==> src/rtl/wdg3_pkg.sv <==
package wdg3_pkg;
  localparam int REG_W     = 64;
  localparam int MODE_W    = 2;
  localparam int STATE_W   = 2;
  localparam int MODE_LSB  = 0;
  localparam int STATE_LSB = 2;
  localparam int LEN_LSB   = 4;

  typedef enum logic [STATE_W-1:0] {
    ST_IDLE   = 2'd0,
    ST_FIRST  = 2'd1,
    ST_SECOND = 2'd2,
    ST_RESET  = 2'd3
  } stage_e;
endpackage

==> src/rtl/wdg3_prescale.sv <==
module wdg3_prescale #(
  parameter int PRESCALE = 1024
) (
  input  logic clk,
  input  logic rst,
  input  logic clr,
  input  logic run,
  input  logic freeze,
  output logic tick_o
);
  localparam int PRE_W = (PRESCALE > 1) ? $clog2(PRESCALE) : 1;
  localparam logic [PRE_W-1:0] LAST = PRE_W'(PRESCALE - 1);

  logic [PRE_W-1:0] pre_q;

  assign tick_o = run && !freeze && (pre_q == LAST);

  always_ff @(posedge clk) begin
    if (rst || clr) begin
      pre_q <= '0;
    end else if (run && !freeze) begin
      pre_q <= (pre_q == LAST) ? '0 : pre_q + 1'b1;
    end
  end

  // a frozen divider keeps its phase
  assert_freeze_hold_R8: assert property (@(posedge clk) disable iff (rst)
    (freeze && !clr) |=> $stable(pre_q));

  assert_clr_zero_R3: assert property (@(posedge clk) disable iff (rst)
    clr |=> (pre_q == '0));
endmodule

==> src/rtl/wdg3_downcnt.sv <==
module wdg3_downcnt #(
  parameter int LEN_W  = 16,
  parameter int FINE_W = 8
) (
  input  logic                    clk,
  input  logic                    rst,
  input  logic                    clear,
  input  logic                    load,
  input  logic [LEN_W-1:0]        len_i,
  input  logic                    tick,
  input  logic                    enable,
  output logic [LEN_W+FINE_W-1:0] cnt_o,
  output logic                    expire_o
);
  localparam int CNT_W = LEN_W + FINE_W;

  logic [CNT_W-1:0] cnt_q;
  logic [CNT_W-1:0] reload;

  assign reload   = {len_i, {FINE_W{1'b1}}};
  assign expire_o = tick && enable && (cnt_q == '0);
  assign cnt_o    = cnt_q;

  always_ff @(posedge clk) begin
    if (rst || clear) begin
      cnt_q <= '0;
    end else if (load) begin
      cnt_q <= reload;
    end else if (tick && enable) begin
      cnt_q <= (cnt_q == '0) ? reload : cnt_q - CNT_W'(1);
    end
  end

  assert_tick_step_R3: assert property (@(posedge clk) disable iff (rst)
    (tick && enable && !clear && !load && cnt_q != '0)
      |=> (cnt_q == $past(cnt_q) - CNT_W'(1)));

  assert_expire_reload_R4: assert property (@(posedge clk) disable iff (rst)
    (expire_o && !clear && !load)
      |=> (cnt_q == {$past(len_i), {FINE_W{1'b1}}}));

  assert_idle_hold_R6: assert property (@(posedge clk) disable iff (rst)
    (!enable && !clear && !load) |=> $stable(cnt_q));
endmodule

==> src/rtl/wdg3_stage.sv <==
module wdg3_stage
  import wdg3_pkg::*;
(
  input  logic   clk,
  input  logic   rst,
  input  logic   clear,
  input  logic   poke,
  input  logic   expire,
  output stage_e state_o,
  output logic   irq_first_o,
  output logic   irq_second_o,
  output logic   rst_req_o
);
  stage_e state_q;
  logic   irq1_q, irq2_q, rreq_q;

  always_ff @(posedge clk) begin
    if (rst || clear) begin
      state_q <= ST_IDLE;
      irq1_q  <= 1'b0;
      irq2_q  <= 1'b0;
      rreq_q  <= 1'b0;
    end else if (poke) begin
      state_q <= ST_IDLE;
      irq1_q  <= 1'b0;
      irq2_q  <= 1'b0;
    end else if (expire) begin
      case (state_q)
        ST_IDLE:   begin state_q <= ST_FIRST;  irq1_q <= 1'b1; end
        ST_FIRST:  begin state_q <= ST_SECOND; irq2_q <= 1'b1; end
        ST_SECOND: begin state_q <= ST_RESET;  rreq_q <= 1'b1; end
        default:   state_q <= state_q;
      endcase
    end
  end

  assign state_o      = state_q;
  assign irq_first_o  = irq1_q;
  assign irq_second_o = irq2_q;
  assign rst_req_o    = rreq_q;

  assert_rst_hold_R5: assert property (@(posedge clk) disable iff (rst)
    (rreq_q && !clear) |=> rreq_q);

  assert_irq_order_R5: assert property (@(posedge clk) disable iff (rst)
    irq2_q |-> irq1_q);

  assert_poke_clear_R7: assert property (@(posedge clk) disable iff (rst)
    (poke && !clear) |=> (state_q == ST_IDLE && !irq1_q && !irq2_q));
endmodule

==> src/rtl/tri_stage_wdog.sv <==
module tri_stage_wdog
  import wdg3_pkg::*;
#(
  parameter int PRESCALE = 1024,
  parameter int LEN_W    = 16,
  parameter int FINE_W   = 8
) (
  input  logic             clk,
  input  logic             rst,
  input  logic             cfg_we,
  input  logic [REG_W-1:0] cfg_wdata,
  output logic [REG_W-1:0] cfg_rdata,
  input  logic             poke_we,
  input  logic             dbg_stop_i,
  input  logic             glb_stop_i,
  output logic             irq_first_o,
  output logic             irq_second_o,
  output logic             rst_req_o
);
  localparam int CNT_W     = LEN_W + FINE_W;
  localparam int CNT_LSB   = LEN_LSB + LEN_W;
  localparam int DSTOP_BIT = CNT_LSB + CNT_W;
  localparam int GSTOP_BIT = DSTOP_BIT + 1;

  logic [MODE_W-1:0] mode_q;
  logic [LEN_W-1:0]  len_q;
  logic              dstop_q, gstop_q;

  logic [MODE_W-1:0] wr_mode;
  logic [LEN_W-1:0]  wr_len, len_use;
  logic              wr_off, wr_start, do_poke, running, freeze;
  logic              tick, expire, cnt_en;
  logic [CNT_W-1:0]  cnt;
  stage_e            state;

  assign wr_mode  = cfg_wdata[MODE_LSB +: MODE_W];
  assign wr_len   = cfg_wdata[LEN_LSB +: LEN_W];
  assign running  = (mode_q != '0);
  assign wr_off   = cfg_we && (wr_mode == '0);
  assign wr_start = cfg_we && (wr_mode != '0) && !running;
  assign do_poke  = poke_we && running && !cfg_we;
  assign len_use  = cfg_we ? wr_len : len_q;
  assign freeze   = (dstop_q && dbg_stop_i) || (gstop_q && glb_stop_i);
  assign cnt_en   = running && (state < stage_e'(mode_q));

  always_ff @(posedge clk) begin
    if (rst) begin
      mode_q  <= '0;
      len_q   <= '0;
      dstop_q <= 1'b0;
      gstop_q <= 1'b0;
    end else if (cfg_we) begin
      mode_q  <= wr_mode;
      len_q   <= wr_len;
      dstop_q <= cfg_wdata[DSTOP_BIT];
      gstop_q <= cfg_wdata[GSTOP_BIT];
    end
  end

  wdg3_prescale #(.PRESCALE(PRESCALE)) u_pre (
    .clk    (clk),
    .rst    (rst),
    .clr    (cfg_we || do_poke),
    .run    (running),
    .freeze (freeze),
    .tick_o (tick)
  );

  wdg3_downcnt #(.LEN_W(LEN_W), .FINE_W(FINE_W)) u_cnt (
    .clk      (clk),
    .rst      (rst),
    .clear    (wr_off),
    .load     (wr_start || do_poke),
    .len_i    (len_use),
    .tick     (tick),
    .enable   (cnt_en),
    .cnt_o    (cnt),
    .expire_o (expire)
  );

  wdg3_stage u_stage (
    .clk          (clk),
    .rst          (rst),
    .clear        (wr_off),
    .poke         (do_poke || wr_start),
    .expire       (expire),
    .state_o      (state),
    .irq_first_o  (irq_first_o),
    .irq_second_o (irq_second_o),
    .rst_req_o    (rst_req_o)
  );

  always_comb begin
    cfg_rdata                          = '0;
    cfg_rdata[MODE_LSB +: MODE_W]      = mode_q;
    cfg_rdata[STATE_LSB +: STATE_W]    = state;
    cfg_rdata[LEN_LSB +: LEN_W]        = len_q;
    cfg_rdata[CNT_LSB +: CNT_W]        = cnt;
    cfg_rdata[DSTOP_BIT]               = dstop_q;
    cfg_rdata[GSTOP_BIT]               = gstop_q;
  end

  assert_mode_cap_R6: assert property (@(posedge clk) disable iff (rst)
    (running && state == stage_e'(mode_q) && !cfg_we && !poke_we)
      |=> $stable(state));

  assert_off_clears_R2: assert property (@(posedge clk) disable iff (rst)
    wr_off |=> (state == ST_IDLE && cnt == '0 && !rst_req_o && !irq_first_o));

  assert_stopped_idle_R2: assert property (@(posedge clk) disable iff (rst)
    (!running && !cfg_we) |=> ($stable(cnt) && $stable(state)));
endmodule

==> config.mk <==
export PLATFORM = sky130hd
export DESIGN_NAME = tri_stage_wdog
export DESIGN_NICKNAME = d
export VERILOG_FILES = /design/src/rtl/wdg3_pkg.sv /design/src/rtl/wdg3_prescale.sv /design/src/rtl/wdg3_downcnt.sv /design/src/rtl/wdg3_stage.sv /design/src/rtl/tri_stage_wdog.sv
export SDC_FILE = /design/constraint.sdc
export NUM_CORES = 1
export LEC_CHECK = 0
export BUFFER_PORTS_ARGS = -buffer_cell sky130_fd_sc_hd__buf_4
export CORE_ASPECT_RATIO = 0.7
export CORE_MARGIN = 2
export CORE_UTILIZATION = 52
export DETAILED_ROUTE_END_ITERATION = 10
export GPL_ROUTABILITY_DRIVEN = 0
export PLACE_DENSITY = 0.82
export SYNTH_ARGS = -nofsm -noshare
export SYNTH_HDL_FRONTEND = slang
export SYNTH_SLANG_ARGS = --single-unit
==> constraint.sdc <==
create_clock -name clk -period 5.2 [get_ports clk]
set_input_delay 0.78 -clock clk [delete_from_list [all_inputs] [get_ports clk]]
set_output_delay 0.78 -clock clk [all_outputs]
set_load 0.05 [all_outputs]
==> impl_metrics.env <==
export IMPL_place_area_um2=3632
export IMPL_hold_viol=0
export IMPL_clk_pin_slew_worst_paths_ns=0.07
export IMPL_ir_worst_vdd_mv=0.2341
export IMPL_area_growth_pct=21.04
export IMPL_synth_edf_count=0
export IMPL_yosysWarnings=0
export IMPL_vias_per_cell=5.750
export IMPL_maxCapViolCount=0
export IMPL_grt_use_total_pct=23.94
export IMPL_drive_gt1_share_pct=26.05
export IMPL_seqCellArea_um2=1181
export IMPL_grt_pass1_vias=2530
export IMPL_fin_ws_ns=2.240
export IMPL_clock_latency_ns=0.34
export IMPL_fin_nets=504
export IMPL_ys_seq_elements=59
export IMPL_cts_setup_buffers=0
export IMPL_netlist_area_um2=3188
export IMPL_rows=23
export IMPL_critical_path_arrival_ns=3.20
export IMPL_postSynth_asyncResetShare_pct=0
export IMPL_dr_first_iter_drc_count=233
export IMPL_rsz0062_at_grt="no"
export IMPL_power_density_nw_per_um2=355.4
export IMPL_die_width_um=97.59
export IMPL_slew_headroom_pct=41.82
export IMPL_design_die_area_um2=6783
export IMPL_drcViolationCount=0
export IMPL_pre_cts_ws_ns=1.944
export IMPL_drt_wl_total_mm=8.109
export IMPL_ant_nets=0
export IMPL_max_freq_mhz=337.8
export IMPL_firstDrtPassIters=4
export IMPL_core_um2=5813
export IMPL_h_tree_depth=3
export IMPL_holdBufCountCts=0
export IMPL_antenna_found_initial=0
export IMPL_io_buffers=74
export IMPL_wl_per_cell_um=16.06
export IMPL_synth_top_cell_area_share_pct=37.05
export IMPL_post_route_period_util_pct=56.92
export IMPL_required_ns=5.44
export IMPL_cts_root_buf="clkbuf_8"
export IMPL_synth_distinct_cells=57
export IMPL_synth_main_ff_cell="dfxtp_1"
export IMPL_diodes=0
export IMPL_status="finished, final reports clean"
export IMPL_cts_made_buffers=9
export IMPL_path_max_fanout=18
export IMPL_period_needed_ns=2.960
export IMPL_multi_input_area_um2=1775
export IMPL_ios=137
export IMPL_final_cells=505
export IMPL_cp_start_kind="register"
export IMPL_ys_seq_area_share_pct=37.05
export IMPL_grt_pass1_wl_mm=12.97
export IMPL_ctsResizeCount=0
export IMPL_synthCells=357
export IMPL_crit_type="reg2reg"
export IMPL_die_h_um=69.51
export IMPL_fin_setup_tns_ns=0
export IMPL_final_max_slew_viol_count=0
export IMPL_dpl_hpwl_mm=5.746
export IMPL_layout_cells_most_common_list="buf_4, dfxtp_1, nor2_1"
export IMPL_hold_path_class="reg2reg"
export IMPL_vias=2904
export IMPL_synthTopCellsByArea="dfxtp_1, mux2i_1, nor2_1, buf_4, ha_1"
export IMPL_fillers=478
export IMPL_setup_viol=0
export IMPL_cts_tree="yes"
export IMPL_final_common_cell="buf_4"
export IMPL_cts_max_path_buffers=2
export IMPL_tightest_slew_ns=0.8727
export IMPL_grt_max_degree=27
export IMPL_design_area_um2=3859
export IMPL_syn_avg_cell_area_um2=8.930
export IMPL_fin_skew_ns=0.005426
export IMPL_cts_sinks=59
export IMPL_initial_utilization_pct=54.84
export IMPL_gr_total_overflow=0
export IMPL_yosys_area_top_type="dfxtp_1"
export IMPL_dp_cells=489
export IMPL_p_leak_nw=1.663
export IMPL_worst_setup_path_end_kind="register"
[flip-flops by register name, summed over array words and instances, names as in the netlist]
register / cells
gstop_q: 1
u_pre.pre_q: 10
mode_q: 2
len_q: 16
u_stage.irq_second_o: 1
dstop_q: 1
u_stage.irq_first_o: 1
u_stage.rst_req_o: 1
u_cnt.cnt_o: 24
u_stage.state_o: 2
[per-layer routing]
layer | global-route usage [%] | routed length (µm) | vias up
met4 | 6.173 | 114 | 0
met3 | 9.375 | 817 | 14
li1 | - | - | 1398
met2 | 34.64 | 3610 | 152
met1 | 33.37 | 3566 | 1340
met5 | 0 | 0 | -
[cells in the mapped netlist, drive strengths merged (9+ instances only)]
library cell and count:
dfxtp 59, nor2 51, buf 26, mux2i 25, a21oi 22, o21ai 21
nand2 17, nor3 15, nand3 12, a32o 10, clkbuf 9, ha 9
[path summary, 6_finish.rpt]
| check | startpoint | to | slack (ns) | depth (start not counted) |
|---|---|---|---|---|
| worst max-delay path | u_cnt.cnt_o[9]$_SDFFE_PP0P_ | u_cnt.cnt_o[19]$_SDFFE_PP0P_ | 2.24 | 6 |
| worst min register to register | u_stage.irq_second_o$_SDFFE_PP0P_ | u_stage.irq_second_o$_SDFFE_PP0P_ | 0.49 | 2 |
| worst min-delay path | u_stage.irq_second_o$_SDFFE_PP0P_ | u_stage.irq_second_o$_SDFFE_PP0P_ | 0.49 | 2 |
| worst max register to register | u_cnt.cnt_o[9]$_SDFFE_PP0P_ | u_cnt.cnt_o[19]$_SDFFE_PP0P_ | 2.24 | 6 |
[power by group]
part | internal (W) | switching [W]
Combinational | 0.000122 | 0.000268
Clock | 0.000293 | 0.000182
Sequential | 0.000477 | 0.0000292
Total | 0.000892 | 0.000479
[area by class of cell]
| class | instances | share of cell area, % |
|---|---|---|
| well taps | 75 | 2.432 |
| clock inverters | 5 | 1.946 |
| flip-flops and latches | 59 | 30.61 |
| repair buffers | 75 | 14.59 |
| clock buffers | 11 | 3.923 |
| inverters | 5 | 0.4864 |
| multi-input cells | 275 | 46.01 |
[stage by stage]
step / util (%) / power (W) / hold WS [ns]
6_report: 66.38 / 0.001372 / 0.4914
5_1_grt: 66.38 / 0.001431 / 0.5076
4_1_cts: 66.38 / 0.001374 / 0.4914
3_5_place_dp: 62.48 / 0.0008997 / 0.4651
3_3_place_gp: 62.48 / 0.0008889 / 0.4667
2_1_floorplan: - / 0.0008223 / 0.4716
[worst max-delay path, cell delays in order, from the launching register on]
cell	delay (ns)
dfxtp_1	0.37
or4_1	0.70
nor4_4	0.43
nand3_2	0.38
nand2_2	0.48
o21ai_0	0.18
a32o_1	0.29
[cell families (layout without fill, tap and decap cells)]
| group | Yosys count | in the layout | share of synthesized area [%] |
|---|---|---|---|
| compound gates | 70 | 70 | 14.36 |
| xor+xnor | 14 | 14 | 3.846 |
| fa+ha+maj | 9 | 9 | 3.532 |
| buf+inv | 40 | 96 | 9.262 |
| flops | 59 | 59 | 37.05 |
| mux | 30 | 30 | 9.615 |
| other cells | 1 | 18 | 0.1176 |
| simple gates | 134 | 134 | 22.21 |
Power figures use the tool's default switching activity.
